==> config.mk <==
export PLATFORM = sky130hd
export DESIGN_NAME = panel_init_seq
export DESIGN_NICKNAME = d
export VERILOG_FILES = /design/src/rtl/pinit_pkg.sv /design/src/rtl/pinit_rom.sv /design/src/rtl/pinit_timer.sv /design/src/rtl/pinit_fill.sv /design/src/rtl/panel_init_seq.sv
export SDC_FILE = /design/constraint.sdc
export NUM_CORES = 1
export LEC_CHECK = 0
export BUFFER_PORTS_ARGS = -buffer_cell sky130_fd_sc_hd__buf_2
export CORE_ASPECT_RATIO = 0.9
export CORE_UTILIZATION = 50
export CTS_BUF_LIST = sky130_fd_sc_hd__clkbuf_16
export DETAILED_ROUTE_END_ITERATION = 7
export HOLD_SLACK_MARGIN = 0.08
export PLACE_DENSITY_LB_ADDON = 0.2
export SLEW_MARGIN = 40
export SYNTH_ARGS = -nofsm -noshare
export SYNTH_HDL_FRONTEND = slang
export SYNTH_HIERARCHICAL = 1
export SYNTH_SLANG_ARGS = --single-unit
==> constraint.sdc <==
create_clock -name clk -period 6.1 [get_ports clk]
set_input_delay 0.61 -clock clk [delete_from_list [all_inputs] [get_ports clk]]
set_output_delay 0.61 -clock clk [all_outputs]
set_load 0.05 [all_outputs]
==> src/rtl/pinit_pkg.sv <==
package pinit_pkg;

    typedef enum logic [1:0] {
        ENT_CMD   = 2'd0,
        ENT_PARAM = 2'd1,
        ENT_DELAY = 2'd2,
        ENT_END   = 2'd3
    } ent_kind_e;

    typedef struct packed {
        ent_kind_e   kind;
        logic [17:0] value;
    } ent_t;

    typedef enum logic [3:0] {
        ST_IDLE,
        ST_WALK,
        ST_WAIT,
        ST_FILL_CMD,
        ST_FILL,
        ST_DISP,
        ST_DISP_WAIT,
        ST_REARM,
        ST_READY
    } seq_state_e;

    localparam int NUM_GRP    = 25;
    localparam int GRP_W      = $clog2(NUM_GRP);
    localparam int MAX_PARAMS = 20;
    localparam int POS_W      = $clog2(MAX_PARAMS + 1);
    localparam int LIST_W     = 8 * MAX_PARAMS;

    localparam logic [7:0] CMD_SLEEP_OUT = 8'h11;
    localparam logic [7:0] CMD_DISP_ON   = 8'h29;
    localparam logic [7:0] CMD_COL_WIN   = 8'h2A;
    localparam logic [7:0] CMD_ROW_WIN   = 8'h2B;
    localparam logic [7:0] CMD_MEM_WR    = 8'h2C;
    localparam logic [7:0] CMD_TE_ON     = 8'h35;
    localparam logic [7:0] CMD_TE_LINE   = 8'h44;

endpackage

==> src/rtl/pinit_rom.sv <==
module pinit_rom
    import pinit_pkg::*;
#(
    parameter int COLS     = 240,
    parameter int ROWS     = 400,
    parameter int SLEEP_US = 120000
) (
    input  logic [GRP_W-1:0] grp,
    input  logic [POS_W-1:0] pos,
    output ent_t             ent,
    output logic             last
);

    localparam logic [15:0] COL_END  = 16'(COLS - 1);
    localparam logic [15:0] ROW_END  = 16'(ROWS - 1);
    localparam logic [7:0]  ROW_CODE = 8'(ROWS / 4 - 1);

    // parameter lists, first byte in the most significant position
    localparam logic [LIST_W-1:0] L_ZERO  = '0;
    localparam logic [LIST_W-1:0] L_FMIF  = {40'h02_00_00_00_02, 120'd0};
    localparam logic [LIST_W-1:0] L_PANEL = {8'h0B, ROW_CODE, 56'h04_00_00_04_11_00_00, 88'd0};
    localparam logic [LIST_W-1:0] L_TIM   = {40'h00_00_13_08_08, 120'd0};
    localparam logic [LIST_W-1:0] L_TSRC  = {32'h11_01_00_01, 128'd0};
    localparam logic [LIST_W-1:0] L_GAMMA = {80'h01_02_08_23_03_0C_00_06_00_00,
                                             80'h01_00_0C_23_03_08_02_06_00_00};
    localparam logic [LIST_W-1:0] L_PWR   = {48'h07_C5_DC_02_33_0A, 112'd0};
    localparam logic [LIST_W-1:0] L_VCOM  = {24'h00_0F_02, 136'd0};
    localparam logic [LIST_W-1:0] L_PMODE = {16'h63_24, 144'd0};
    localparam logic [LIST_W-1:0] L_AUX   = {16'h77_77, 144'd0};
    localparam logic [LIST_W-1:0] L_COL   = {16'h0000, COL_END, 128'd0};
    localparam logic [LIST_W-1:0] L_ROW   = {16'h0000, ROW_END, 128'd0};

    ent_kind_e         gk;
    logic [7:0]        gcmd;
    logic [LIST_W-1:0] glist;
    logic [POS_W-1:0]  glen;
    logic [7:0]        pbyte;
    int                sh;

    always_comb begin
        gk    = ENT_CMD;
        gcmd  = 8'h00;
        glist = L_ZERO;
        glen  = '0;
        case (grp)
            5'd0:  begin gcmd = 8'hB0; glen = 5'd1; end
            5'd1:  begin gcmd = 8'hB1; glen = 5'd1; end
            5'd2:  begin gcmd = 8'hB3; glist = L_FMIF;  glen = 5'd5;  end
            5'd3:  begin gcmd = 8'hB4; glen = 5'd1; end
            5'd4:  begin gcmd = 8'hC0; glist = L_PANEL; glen = 5'd9;  end
            5'd5:  begin gcmd = 8'hC1; glist = L_TIM;   glen = 5'd5;  end
            5'd6:  begin gcmd = 8'hC2; glist = L_TIM;   glen = 5'd5;  end
            5'd7:  begin gcmd = 8'hC3; glist = L_TIM;   glen = 5'd5;  end
            5'd8:  begin gcmd = 8'hC4; glist = L_TSRC;  glen = 5'd4;  end
            5'd9:  begin gcmd = 8'hC8; glist = L_GAMMA; glen = 5'd20; end
            5'd10: begin gcmd = 8'hC9; glist = L_GAMMA; glen = 5'd20; end
            5'd11: begin gcmd = 8'hCA; glist = L_GAMMA; glen = 5'd20; end
            5'd12: begin gcmd = 8'hD0; glist = L_PWR;   glen = 5'd6;  end
            5'd13: begin gcmd = 8'hD1; glist = L_VCOM;  glen = 5'd3;  end
            5'd14: begin gcmd = 8'hD2; glist = L_PMODE; glen = 5'd2;  end
            5'd15: begin gcmd = 8'hD3; glist = L_PMODE; glen = 5'd2;  end
            5'd16: begin gcmd = 8'hD4; glist = L_PMODE; glen = 5'd2;  end
            5'd17: begin gcmd = 8'hD8; glist = L_AUX;   glen = 5'd2;  end
            5'd18: begin gcmd = CMD_TE_ON;   glen = 5'd1; end
            5'd19: begin gcmd = CMD_TE_LINE; glen = 5'd2; end
            5'd20: begin gcmd = CMD_COL_WIN; glist = L_COL; glen = 5'd4; end
            5'd21: begin gcmd = CMD_ROW_WIN; glist = L_ROW; glen = 5'd4; end
            5'd22: begin gcmd = CMD_SLEEP_OUT; end
            5'd23: gk = ENT_DELAY;
            default: gk = ENT_END;
        endcase

        sh    = 8 * (MAX_PARAMS - int'(pos));
        pbyte = 8'(glist >> sh);

        case (gk)
            ENT_CMD: begin
                ent.kind  = (pos == '0) ? ENT_CMD : ENT_PARAM;
                ent.value = (pos == '0) ? {10'd0, gcmd} : {10'd0, pbyte};
                last      = (pos == glen);
            end
            ENT_DELAY: begin
                ent.kind  = ENT_DELAY;
                ent.value = 18'(SLEEP_US);
                last      = 1'b1;
            end
            default: begin
                ent.kind  = ENT_END;
                ent.value = '0;
                last      = 1'b1;
            end
        endcase
    end

endmodule

==> src/rtl/pinit_timer.sv <==
module pinit_timer #(
    parameter int CYC_PER_US = 200
) (
    input  logic        clk,
    input  logic        rst_n,
    input  logic        load,
    input  logic [17:0] us_in,
    output logic        done
);

    typedef struct packed {
        logic [31:0] cnt;
        logic        run;
    } tmr_t;

    tmr_t        t_q, t_d;
    logic [31:0] total;

    always_comb begin
        t_d   = t_q;
        total = 32'(us_in) * 32'(CYC_PER_US);
        done  = t_q.run && (t_q.cnt == '0);
        if (load) begin
            t_d.cnt = (total == '0) ? '0 : total - 32'd1;
            t_d.run = 1'b1;
        end else if (done) begin
            t_d.run = 1'b0;
        end else if (t_q.run) begin
            t_d.cnt = t_q.cnt - 32'd1;
        end
    end

    always_ff @(posedge clk or negedge rst_n) begin
        if (!rst_n) t_q <= '0;
        else        t_q <= t_d;
    end


    tmr_count_chk: assert property (@(posedge clk) disable iff (!rst_n)
        (t_q.run && t_q.cnt != '0 && !load) |=> (t_q.cnt == $past(t_q.cnt) - 32'd1));

endmodule

==> src/rtl/pinit_fill.sv <==
module pinit_fill #(
    parameter int PIXELS = 96000
) (
    input  logic clk,
    input  logic rst_n,
    input  logic clr,
    input  logic step,
    output logic last
);

    localparam int FW = $clog2(PIXELS + 1);

    logic [FW-1:0] cnt_q, cnt_d;

    always_comb begin
        cnt_d = cnt_q;
        last  = (cnt_q == FW'(PIXELS - 1));
        if (clr)       cnt_d = '0;
        else if (step) cnt_d = last ? '0 : cnt_q + 1'b1;
    end

    always_ff @(posedge clk or negedge rst_n) begin
        if (!rst_n) cnt_q <= '0;
        else        cnt_q <= cnt_d;
    end


    fill_bound_chk: assert property (@(posedge clk) disable iff (!rst_n)
        cnt_q < FW'(PIXELS));

endmodule

==> src/rtl/panel_init_seq.sv <==
module panel_init_seq
    import pinit_pkg::*;
#(
    parameter int COLS       = 240,
    parameter int ROWS       = 400,
    parameter int CYC_PER_US = 200,
    parameter int SLEEP_US   = 120000,
    parameter int DISP_US    = 1000
) (
    input  logic        clk,
    input  logic        rst_n,
    input  logic        start,
    output logic        wr_stb,
    output logic        rs,
    output logic [17:0] wdata,
    output logic        busy,
    output logic        ready
);

    localparam int PIXELS = COLS * ROWS;

    typedef struct packed {
        seq_state_e       st;
        logic [GRP_W-1:0] grp;
        logic [POS_W-1:0] pos;
        logic             wr;
        logic             rs;
        logic [17:0]      data;
        logic             busy;
        logic             ready;
    } regs_t;

    regs_t       r_q, r_d;
    ent_t        ent;
    logic        grp_last;
    logic        tmr_load, tmr_done;
    logic [17:0] tmr_us;
    logic        fill_clr, fill_step, fill_last;

    pinit_rom #(.COLS(COLS), .ROWS(ROWS), .SLEEP_US(SLEEP_US)) u_rom (
        .grp (r_q.grp),
        .pos (r_q.pos),
        .ent (ent),
        .last(grp_last)
    );

    pinit_timer #(.CYC_PER_US(CYC_PER_US)) u_timer (
        .clk  (clk),
        .rst_n(rst_n),
        .load (tmr_load),
        .us_in(tmr_us),
        .done (tmr_done)
    );

    pinit_fill #(.PIXELS(PIXELS)) u_fill (
        .clk  (clk),
        .rst_n(rst_n),
        .clr  (fill_clr),
        .step (fill_step),
        .last (fill_last)
    );

    always_comb begin
        r_d       = r_q;
        r_d.wr    = 1'b0;
        tmr_load  = 1'b0;
        tmr_us    = '0;
        fill_clr  = 1'b0;
        fill_step = 1'b0;
        case (r_q.st)
            ST_IDLE: begin
                if (start) begin
                    r_d.st    = ST_WALK;
                    r_d.grp   = '0;
                    r_d.pos   = '0;
                    r_d.busy  = 1'b1;
                    r_d.ready = 1'b0;
                end
            end
            ST_WALK: begin
                case (ent.kind)
                    ENT_CMD, ENT_PARAM: begin
                        r_d.wr   = 1'b1;
                        r_d.rs   = (ent.kind == ENT_PARAM);
                        r_d.data = ent.value;
                        if (grp_last) begin
                            r_d.grp = r_q.grp + 1'b1;
                            r_d.pos = '0;
                        end else begin
                            r_d.pos = r_q.pos + 1'b1;
                        end
                    end
                    ENT_DELAY: begin
                        tmr_load = 1'b1;
                        tmr_us   = ent.value;
                        r_d.st   = ST_WAIT;
                        r_d.grp  = r_q.grp + 1'b1;
                        r_d.pos  = '0;
                    end
                    default: r_d.st = ST_FILL_CMD;
                endcase
            end
            ST_WAIT: begin
                if (tmr_done) r_d.st = ST_WALK;
            end
            ST_FILL_CMD: begin
                r_d.wr   = 1'b1;
                r_d.rs   = 1'b0;
                r_d.data = {10'd0, CMD_MEM_WR};
                fill_clr = 1'b1;
                r_d.st   = ST_FILL;
            end
            ST_FILL: begin
                r_d.wr    = 1'b1;
                r_d.rs    = 1'b1;
                r_d.data  = '0;
                fill_step = 1'b1;
                if (fill_last) r_d.st = ST_DISP;
            end
            ST_DISP: begin
                r_d.wr   = 1'b1;
                r_d.rs   = 1'b0;
                r_d.data = {10'd0, CMD_DISP_ON};
                tmr_load = 1'b1;
                tmr_us   = 18'(DISP_US);
                r_d.st   = ST_DISP_WAIT;
            end
            ST_DISP_WAIT: begin
                if (tmr_done) r_d.st = ST_REARM;
            end
            ST_REARM: begin
                r_d.wr   = 1'b1;
                r_d.rs   = 1'b0;
                r_d.data = {10'd0, CMD_MEM_WR};
                r_d.st   = ST_READY;
            end
            ST_READY: begin
                r_d.busy  = 1'b0;
                r_d.ready = 1'b1;
                if (start && r_q.ready) begin
                    r_d.st    = ST_WALK;
                    r_d.grp   = '0;
                    r_d.pos   = '0;
                    r_d.busy  = 1'b1;
                    r_d.ready = 1'b0;
                end
            end
            default: r_d.st = ST_IDLE;
        endcase
    end

    always_ff @(posedge clk or negedge rst_n) begin
        if (!rst_n) begin
            r_q    <= '0;
            r_q.st <= ST_IDLE;
        end else begin
            r_q <= r_d;
        end
    end

    assign wr_stb = r_q.wr;
    assign rs     = r_q.rs;
    assign wdata  = r_q.data;
    assign busy   = r_q.busy;
    assign ready  = r_q.ready;


    busy_ready_excl_chk: assert property (@(posedge clk) disable iff (!rst_n)
        !(busy && ready));


    wr_needs_busy_chk: assert property (@(posedge clk) disable iff (!rst_n)
        wr_stb |-> busy);


    ready_hold_chk: assert property (@(posedge clk) disable iff (!rst_n)
        (ready && !start) |=> ready);


    restart_chk: assert property (@(posedge clk) disable iff (!rst_n)
        (ready && start) |=> (busy && !ready));


    start_chk: assert property (@(posedge clk) disable iff (!rst_n)
        (!busy && !ready && start) |=> busy);

endmodule

==> results of run 1 <==
[cells by family (layout without fill, tap and decap cells)]
family                     Yosys count  after routing  share of synthesized area [%]
DFF                                 86             86                          22.99
other                                1              5                        0.04006
adders and majority gates           80             80                          11.71
xor gates and xnor gates            54             54                          5.213
and+or+nand+nor                    387            387                          23.00
AOI/OAI and AO/OA                  352            352                          26.71
muxes                                7              7                         0.7619
buffers and inverters              185            371                          9.571
[worst min-delay path by stage]
stage	end	slack, ns	cells after the start
after CTS	r_q[27]	0.18	1
after floorplan	busy	0.31	0
after detailed placement	wdata[13]	0.49	1
after global routing	r_q[27]	0.20	1
after global placement	wdata[15]	0.48	1
final	r_q[27]	0.17	1
[registers in the layout, indices dropped and copies added, names as in the netlist]
signal	count
busy	1
u_timer/t_q	33
wr_stb	1
wdata	18
u_fill/cnt_q	17
r_q	14
ready	1
rs	1
[power breakdown]
group          switching (mW)  leakage (nW)  internal [mW]
combinational            2.40          4.22           2.05
clock                   0.251         0.135          0.278
sequential              0.182          1.12          0.747
total                    2.83          5.48           3.07
[critical path: cells and delay by family, from the launching register on]
kind,cells,cell delay [ns]
compound gates,8,1.60
simple gates,8,2.32
buf+inv,6,0.67
flops,1,0.45
fa+ha+maj,4,1.03
[through the flow]
step / TNS, ns / std cells / area [um2]
2_1_floorplan: 0 / 1156 / 9393
3_3_place_gp: -9.206 / 1533 / 10780
3_5_place_dp: -10.42 / 1533 / 10780
4_1_cts: 0 / 1556 / 11410
5_1_grt: -5.562 / 1587 / 12180
6_report: -0.9549 / 1587 / 12180
[final cells by class]
cell class | count | area share [%]
clock inverter | 6 | 0.3800
multi-input combinational | 885 | 57.79
timing repair buffer | 262 | 16.80
tap | 245 | 2.516
inverter | 94 | 2.937
sequential | 86 | 17.72
clock buffer | 9 | 1.848
[routing by layer]
layer,up-vias,global-route usage [%]
met5,-,0
met4,0,7.234
met3,55,5.087
met2,387,43.70
met1,4628,40.44
li1,4582,-
[Yosys cell counts (all sizes together) (7+ instances only)]
| master | number |
|---|---|
| nand2 | 77 |
| a22o | 16 |
| xor2 | 18 |
| fa | 13 |
| a22oi | 7 |
| a21o | 15 |
| or3 | 23 |
| ha | 66 |
| nor2b | 11 |
| and3 | 18 |
| nand2b | 16 |
| o31a | 12 |
| nand3 | 38 |
| buf | 65 |
| nand4 | 16 |
| nor3 | 47 |
| o21ai | 79 |
| o211ai | 9 |
| a21oi | 75 |
| nor2 | 88 |
| o22ai | 12 |
| clkbuf | 26 |
| o32ai | 17 |
| xnor2 | 36 |
| a31oi | 17 |
| o21a | 13 |
| dfrtp | 86 |
| inv | 91 |
| o31ai | 14 |
| nor4 | 17 |
| or4 | 9 |
[layout by cell type (no fill, tap or decap), types with 23 or more instances in the layout]
master	synthesis	layout
buf_2	20	23
nor2_1	83	78
o21ai_0	62	53
buf_4	32	217
nand2_1	77	76
nor3_1	41	35
dfrtp_1	86	80
inv_1	89	83
ha_1	66	48
a21oi_1	71	65
xnor2_1	34	33
nand3_1	38	36
[repair_timing]
item,CTS,global route
resized for setup,43,113
pin swaps,13,53
hold buffers,0,0
setup endpoints to repair,32,31
buffers inserted,7,30
cloned,1,2
==> metrics.cfg, run 1 <==
[setup_path]
end_kind = register
crit_start = r_q[31]
rrSetupSlack_ns = -0.09
reg2reg_depth = 26
critPathMaxFanout = 10
worstPathRequired_ns = 6.34
cp.arrival_ns = 6.43
endpoint = u_timer/t_q[11]
path_class = register to register
crit_path_frequent_cell = ha_4
worstReg2RegStart = r_q[31]
slowest_stage = or4_4
slowest_delay_ns = 0.56
start_kind = register
r2r-end = u_timer/t_q[11]

[cts]
cts_made_buffers = 9
clk_latency_ns = 0.35
cts.path.max_buffers = 2
cts_root_buffer = clkbuf_16
clock-sinks = 86
htreeDepth = 3
clk_pin_slew_ns = 0.07
cts_tree = yes

[yosys]
ys_ff_latch = 86
synth_edf_count = 0
yosysTopAreaCellShare_pct = 22.99
netlist_area_um2 = 9360
synthDistinctLibCells = 108
syn-mean-instance-area_um2 = 8.125
synth-seq-area-share_pct = 22.99
ys.warnings.count = 6
yosysTopAreaCell = dfrtp_1
syn_inst = 1152
synth_flop_cell = dfrtp_1
synth.area.top_cells = dfrtp_1 23%, ha_1 8.8%, a21oi_1 3.8%
postSynth.asyncResetShare_pct = 100.0

[placement]
hpwl_mm = 20.07
place_ws_ns = -0.4062
gp_congestion = 0.9923
io_buffers = 24

[power]
power_density_nw_per_um2 = 484.3
p_leak_nw = 5.476
p_total_mw = 5.901
ir_worst_vdd_v = 0.0002721

[sta]
fin_crit_ns = 6.191
hold_slack_ns = 0.1730
period_share_pct = 101.5
final-hold-violation-count = 0
clock.fmax_mhz = 161.5
worst_slack_ns = -0.09143
slew_violations = 0
slew_headroom_pct = 47.79
setup_viol = 25
tightest_slew_ns = 0.7805
finClkSkew_ns = 0.01120
rsz0062_at_grt = yes

[floorplan]
die_area_um2 = 19270
io-pin-count = 25
dieHeight_um = 131.8
start_util_pct = 51.02
die_w_um = 146.2
num_rows = 47
core_um2 = 18350

[route]
routedLengthMet1_mm = 12.83
wirelength_mm = 28.40
highest-signal-layer = met4
ant_nets = 0
wire_per_inst_um = 17.90
drcViolationCount = 0
met2_length_mm = 13.12
met3_length_mm = 1.898
drt_iter0_drc = 962
drtPass1Iterations = 5
viasPerCell = 6.082
vias = 9652

[finish]
final_util_pct = 66.41
seqCellArea_um2 = 2160
layout-drive-gt1-share_pct = 32.49
fin_nets = 1420
syn2layout_area_growth_pct = 30.17
num_antenna_cells = 0
fill_cells = 1475
multiInputGateArea_um2 = 7042

[global_route]
antenna_found_initial = 0
grt_pass1_vias = 8822
grt_max_degree = 60
grt_pass1_wl_mm = 44.45
overflow = 0
grtUsageTotal_pct = 28.17

[min_path]
hp-class = input pin to asynchronous set/reset pin

[run]
drv_cap = 0

[outcome]
status = finished, violations left
violations = setup timing

Note: power is estimated with default switching activity, not from simulation.
==> run 2, diff against run 1 <==
Settings changed: HOLD_SLACK_MARGIN 0.08 to unset, SYNTH_HIERARCHICAL 1 to unset.
==> run 2 against run 1 <==
  * The flow now finishes without violations
  * Wire length shrank 38%
  * Synthesized area is 30% lower
  * Sequential share of layout area up 9.7 points
  * Maximum frequency grew 19%
  * Synthesized cell count down 28%
  * Cell count is 37% lower
  * First-iteration DRC count down 44%
  * Clock-buffer cell count did not move
  * Largest cell class unchanged
  * Highest routed layer unchanged
==> metrics.cfg, run 2 <==
[global_route]
antenna_found_initial = 0  ; unchanged
grt_max_degree = 78  ; +30%
grt_pass1_wl_mm = 29.44  ; -34%
grt_pass1_vias = 5804  ; -34%
overflow = 0  ; unchanged
grtUsageTotal_pct = 27.50  ; -0.67 points

[cts]
htreeDepth = 3  ; unchanged
cts_resized = 0  ; -100%
cts.path.max_buffers = 2  ; unchanged
cts_tree = yes
clk_latency_ns = 0.35  ; about the same
clock-sinks = 77  ; -10%
clk_pin_slew_ns = 0.07  ; about the same
cts_setup_buffers = 0  ; -7
cts_root_buffer = clkbuf_16
ctsHoldBuffers = 0  ; unchanged
cts_made_buffers = 9  ; unchanged

[power]
power_density_nw_per_um2 = 491.3  ; +1.4%
swShare_pct = 50.34  ; +2.4 points
p_leak_nw = 3.056  ; -44%
internal-power_mw = 1.715  ; -44%
combPwrFrac_pct = 59.9  ; -15 points
seq_power_share_pct = 22.8  ; +7.1 points
power_frac_clock_pct = 17.2  ; +8.2 points
ir_worst_vdd_v = 0.0002854  ; +4.9%
netSwitchingPower_mw = 1.738  ; -39%
p_total_mw = 3.453  ; -41%

[route]
wire_per_inst_um = 17.71  ; -1.1%
ant_nets = 0  ; unchanged
drcViolationCount = 0  ; unchanged
wirelength_mm = 17.58  ; -38%
vias = 6218  ; -36%
drtPass1Iterations = 6  ; +1
drt_iter0_drc = 539  ; -44%
viasPerCell = 6.262  ; +3.0%

[yosys]
synth_edf_count = 0  ; unchanged
synth_compound_area_share_pct = 24.49  ; -2.2 points
ys_ff_latch = 77  ; -10%
syn_inst = 830  ; -28%
synthDistinctLibCells = 73  ; -32%
synth_flop_cell = dfrtp_1
synthXorXnorAreaFrac_pct = 6.013  ; +0.80 points
yosysTopAreaCell = dfrtp_1
synth-seq-area-share_pct = 29.39  ; +6.4 points
ys.warnings.count = 0  ; -6
synthMuxAreaShare_pct = 1.107  ; +0.35 points
synth.area.top_cells = dfrtp_1 29%, ha_1 6.1%, o21ai_0 5.9%
netlist_area_um2 = 6555  ; -30%
synth_simple_gate_area_share_pct = 23.44  ; +0.43 points
synth.cells.most_frequent = 77 x dfrtp_1, 77 x o21ai_0, 68 x nor2_1
synth_adder_area_share_pct = 8.246  ; -3.5 points
synth_top_family_by_area = compound AO/OA/AOI/OAI gates
syn-mean-instance-area_um2 = 7.898  ; -2.8%
postSynth.asyncResetShare_pct = 100.0  ; unchanged
yosysTopAreaCellShare_pct = 29.39  ; +6.4 points

[sta]
fin_crit_ns = 5.216  ; -0.9750 ns
slew_headroom_pct = 46.53  ; -1.3 points
setup_viol = 0  ; -100%
final-hold-violation-count = 0  ; unchanged
worst_slack_ns = 0.8836  ; +0.9750 ns
clock.fmax_mhz = 191.7  ; +19%
finClkSkew_ns = 0.01163  ; +0.0004304 ns
tns_ns = 0  ; +0.9549 ns
tightest_slew_ns = 0.8001  ; +0.01961 ns
rsz0062_at_grt = no
slew_violations = 0  ; unchanged
period_share_pct = 85.51  ; -16 points

[setup_path]
path_class = register to register
critical_path.cell_chain = nor2b_1 -> and3_1 -> nand2_1 -> inv_1 -> nor2_1 -> buf_4 -> inv_1 -> ha_1 -> inv_1 -> ha_1 -> ha_1 -> ha_1 -> and2_1 -> a31oi_1 -> a31oi_1 -> nor2b_1 -> or4_1 -> o211ai_1
critPathTopFamily = simple AND/OR/NAND/NOR gates
worstReg2RegStart = r_q[30]
slowest_delay_ns = 0.72  ; +0.16 ns
reg2reg_depth = 18  ; -31%
critPathMaxFanout = 20  ; +10
worstPathRequired_ns = 6.36  ; +0.02 ns
crit_path_frequent_cell = ha_1
r2r-end = u_timer.t_q[18]
critPathBufInv = 4  ; -2
start_kind = register
slowest_stage = dfrtp_1
end_kind = register
cp.arrival_ns = 5.48  ; -0.95 ns
rrSetupSlack_ns = 0.88  ; +0.98 ns

[floorplan]
die_w_um = 122.7  ; -16%
start_util_pct = 51.47  ; +0.45 points
core_um2 = 12740  ; -31%
die_area_um2 = 13570  ; -30%
num_rows = 39  ; -17%
dieHeight_um = 110.6  ; -16%
io-pin-count = 25  ; unchanged

[finish]
multiInputGateArea_um2 = 4247  ; -40%
layout_common_cells = 77 x o21ai_0, 77 x dfrtp_1, 68 x nor2_1
layout-drive-gt1-share_pct = 7.358  ; -25 points
largest_reg_flops = 33  ; unchanged
final_util_pct = 55.18  ; -11 points
fin_nets = 866  ; -39%
fill_cells = 1171  ; -21%
num_antenna_cells = 0  ; unchanged
seqCellArea_um2 = 1927  ; -11%
syn2layout_area_growth_pct = 7.215
biggestRegsByFlops = u_timer.t_q: 33 flops, u_fill.cnt_q: 17 flops, r_q: 14 flops
largest-register = u_timer.t_q

[run]
drv_cap = 0  ; unchanged

[placement]
io_buffers = 19  ; -21%
hpwl_mm = 12.87  ; -36%
place_ws_ns = 0.9397  ; +1.346 ns
gp_congestion = 0.9211  ; -7.2%

[min_path]
hp-class = input pin to asynchronous set/reset pin

[outcome]
status = finished, final reports clean

[run 2: kinds of logic (layout without fill, tap and decap cells)]
logic type                 after synthesis  count (layout)
other                                    2              20
AOI/OAI and AO/OA                      249             249
adders and majority gates               39              39
DFF                                     77              77
and+or+nand+nor                        305             305
muxes                                    7               7
buffers and inverters                  106              87
xor gates and xnor gates                45              45
[run 2: how the worst max path moves through the flow]
stage	startpoint	end	slack, ns	depth (start not counted)
floorplan	r_q[29]	u_timer.t_q[18]	1.47	18
global placement	r_q[30]	u_timer.t_q[18]	1.20	18
detailed placement	r_q[30]	u_timer.t_q[18]	0.94	18
CTS	r_q[31]	u_timer.t_q[18]	0.93	18
global route	r_q[30]	u_timer.t_q[18]	0.45	18
finish	r_q[30]	u_timer.t_q[18]	0.88	18
[run 2: final cells by class]
cell class	instances	share of cell area (%)
Multi-Input combinational cell	665	60.42
Sequential cell	77	27.42
Clock buffer	9	3.205
Tap cell	164	2.920
Inverter	46	2.457
Timing Repair Buffer	25	2.083
Clock inverter	7	1.495
[run 2: power groups by stage]
stage,clock network [mW],registers (mW),logic [mW]
after CTS,0.607,0.785,2.02
after global routing,0.632,0.814,2.29
after floorplan,0,0.760,1.58
after global placement,0,0.786,1.97
final,0.596,0.788,2.07
after detailed placement,0,0.793,2.01
[run 2: through the flow]
step | hold WS (ns) | std cells | instance area (um2)
after floorplan | 0.3144 | 848 | 6623
after global placement | 0.4593 | 977 | 6671
after detailed placement | 0.4670 | 977 | 6688
after CTS | 0.3150 | 993 | 7018
after global routing | 0.3441 | 993 | 7028
final | 0.2767 | 993 | 7028
[run 2: metal layers]
| metal | share of wire (%) | global-route usage (%) | wire [um] |
|---|---|---|---|
| met4 | 1.8 | 8.211 | 311 |
| met5 | 0 | 0 | 0 |
| met2 | 44 | 39.14 | 7671 |
| met1 | 48 | 41.25 | 8415 |
| met3 | 6.7 | 5.785 | 1185 |
[run 2: worst register-to-register path, stage by stage (launching register included)]
cell and delay (ns):
dfrtp_1 0.72, nor2b_1 0.19, and3_1 0.27, nand2_1 0.26, inv_1 0.22, nor2_1 0.40, buf_4 0.32, inv_1 0.10
ha_1 0.28, inv_1 0.04, ha_1 0.27, ha_1 0.30, ha_1 0.38, and2_1 0.20, a31oi_1 0.26, a31oi_1 0.16
nor2b_1 0.19, or4_1 0.48, o211ai_1 0.10
==> run 3, diff against run 2 <==
Settings changed: CTS_BUF_LIST sky130_fd_sc_hd__clkbuf_16 to unset, RECOVER_POWER set to 50.
==> run 3 against run 2 <==
  * The run now ends with capacitance limit, slew limit left
  * Register-to-register slack lost 0.02 ns
  * Critical path depth is the same
  * Die area is the same
  * Sequential cell count is the same
  * Clock power is essentially flat
  * Global-route usage is the same
  * Power is essentially flat
  * Setup slack lost 0.023 ns
  * Maximum frequency shrank 0.43%
  * Largest power group unchanged
==> metrics.cfg, run 3 (synthesis results as in run 2) <==
[min_path]
min_from = wdata[1]
min_path_cells = 2
hold_path_end = wdata[1]
hp-class = register to register

[setup_path]
reg2reg_depth = 18  ; unchanged
worstPathRequired_ns = 6.37  ; about the same
end_kind = register
cp.arrival_ns = 5.51  ; +0.03 ns
rrSetupSlack_ns = 0.86  ; -0.02 ns
start_kind = register
worstReg2RegStart = r_q[30]
r2r-end = u_timer.t_q[18]
path_class = register to register
critPathMaxFanout = 20  ; unchanged

[finish]
layout_common_cells = 77 x o21ai_0, 77 x dfrtp_1, 68 x nor2_1
biggestRegsByFlops = u_timer.t_q: 33 flops, u_fill.cnt_q: 17 flops, r_q: 14 flops
fin_nets = 866  ; unchanged
syn2layout_area_growth_pct = 7.005
fin_area_um2 = 7014  ; -0.20%
multiInputGateArea_um2 = 4247  ; unchanged
layout-drive-gt1-share_pct = 6.634  ; -0.72 points
num_antenna_cells = 0  ; unchanged
largest-register = u_timer.t_q
largest_reg_flops = 33  ; unchanged
fill_cells = 1173  ; +0.17%
seqCellArea_um2 = 1927  ; unchanged
layout.cells.non_filler = 993  ; unchanged

[outcome]
status = finished, violations left
violations = capacitance limit, slew limit

[cts]
clk_latency_ns = 0.35  ; about the same
ctsHoldBuffers = 0  ; unchanged
cts_made_buffers = 9  ; unchanged
htreeDepth = 3  ; unchanged
clk_pin_slew_ns = 0.07  ; about the same
clock-sinks = 77  ; unchanged
cts_setup_buffers = 0  ; unchanged
cts_resized = 0  ; unchanged
cts_root_buffer = clkbuf_16
cts_tree = yes
cts.path.max_buffers = 2  ; unchanged

[placement]
placed_area_um2 = 6688  ; unchanged
io_buffers = 19  ; unchanged
gp_congestion = 0.9211  ; unchanged
hpwl_mm = 12.87  ; unchanged
dp_cells = 977  ; unchanged
place_ws_ns = 0.9397  ; unchanged

[sta]
fin_crit_ns = 5.239  ; +0.02258 ns
rsz0062_at_grt = no
slew_headroom_pct = -178.3  ; -220 points
period_share_pct = 85.89  ; +0.37 points
final-hold-violation-count = 0  ; unchanged
slew_violations = 78  ; +78
worst_slack_ns = 0.8610  ; -0.02258 ns
finClkSkew_ns = 0.01330  ; +0.001669 ns
clock.fmax_mhz = 190.9  ; -0.43%
setup_viol = 0  ; unchanged
tightest_slew_ns = 4.175  ; +3.375 ns
tns_ns = 0  ; unchanged

[route]
highest-signal-layer = met4
met3_length_mm = 1.134  ; -4.3%
vias = 6195  ; -0.37%
drcViolationCount = 0  ; unchanged
ant_nets = 0  ; unchanged
met2_length_mm = 7.643  ; -0.37%
routedLengthMet1_mm = 8.501  ; +1.0%
drtPass1Iterations = 6  ; unchanged
viasPerCell = 6.239  ; -0.37%
wire_per_inst_um = 17.72  ; about the same
wirelength_mm = 17.59  ; about the same
drt_iter0_drc = 533  ; -1.1%

[global_route]
grt_pass1_wl_mm = 29.44  ; unchanged
grt_max_degree = 78  ; unchanged
grt_pass1_vias = 5804  ; unchanged
antenna_found_initial = 0  ; unchanged
grtUsageTotal_pct = 27.50  ; unchanged
overflow = 0  ; unchanged

[power]
ir_worst_vdd_v = 0.0002844  ; -0.35%
p_leak_nw = 3.037  ; -0.63%
p_total_mw = 3.453  ; about the same
power_density_nw_per_um2 = 492.3  ; +0.21%

[floorplan]
die_area_um2 = 13570  ; unchanged
start_util_pct = 51.47  ; unchanged
die_w_um = 122.7  ; unchanged
dieHeight_um = 110.6  ; unchanged
io-pin-count = 25  ; unchanged
num_rows = 39  ; unchanged
core_um2 = 12740  ; unchanged

[run]
drv_cap = 1  ; +1

## run 3: where the power goes
| group | internal [mW] | switching, mW |
|---|---|---|
| sequential | 0.639 | 0.149 |
| combinational | 0.707 | 1.36 |
| clock | 0.365 | 0.234 |
| total | 1.71 | 1.74 |
## run 3: area by class of cell
class                      instances  area share (%)
multi-input combinational        665           60.54
sequential                        77           27.47
clock buffer                       9           3.211
tap                              164           2.925
inverter                          46           2.462
timing repair buffer              25           1.891
clock inverter                     7           1.498
## run 3: worst max path at each step
| stage | from | endpoint | slack [ns] | cells after the start |
|---|---|---|---|---|
| floorplan | r_q[29] | u_timer.t_q[18] | 1.47 | 18 |
| global placement | r_q[30] | u_timer.t_q[18] | 1.20 | 18 |
| detailed placement | r_q[30] | u_timer.t_q[18] | 0.94 | 18 |
| CTS | r_q[31] | u_timer.t_q[18] | 0.93 | 18 |
| global route | r_q[30] | u_timer.t_q[18] | 0.45 | 18 |
| finish | r_q[30] | u_timer.t_q[18] | 0.86 | 18 |
## run 3: stage by stage
step           util (%)  hold slack, ns
2_1_floorplan         -          0.3144
3_3_place_gp      52.38          0.4593
3_5_place_dp      52.51          0.4670
4_1_cts           55.10          0.3150
5_1_grt           55.07          0.5033
6_report          55.07          0.4790
## run 3: worst max-delay path: stages, from the launching register on
cell,delay (ns)
dfrtp_1,0.72
nor2b_1,0.19
and3_1,0.27
nand2_1,0.26
inv_1,0.21
nor2_1,0.43
buf_4,0.33
inv_1,0.09
ha_1,0.28
inv_1,0.04
ha_1,0.27
ha_1,0.30
ha_1,0.38
and2_1,0.20
a31oi_1,0.26
a31oi_1,0.16
nor2b_1,0.19
or4_1,0.48
o211ai_1,0.10
## run 3: routing by layer
metal	GRT usage [%]	vias up
met5	0	-
met4	8.211	0
met3	5.785	24
met2	39.14	193
met1	41.25	2993
li1	-	2985
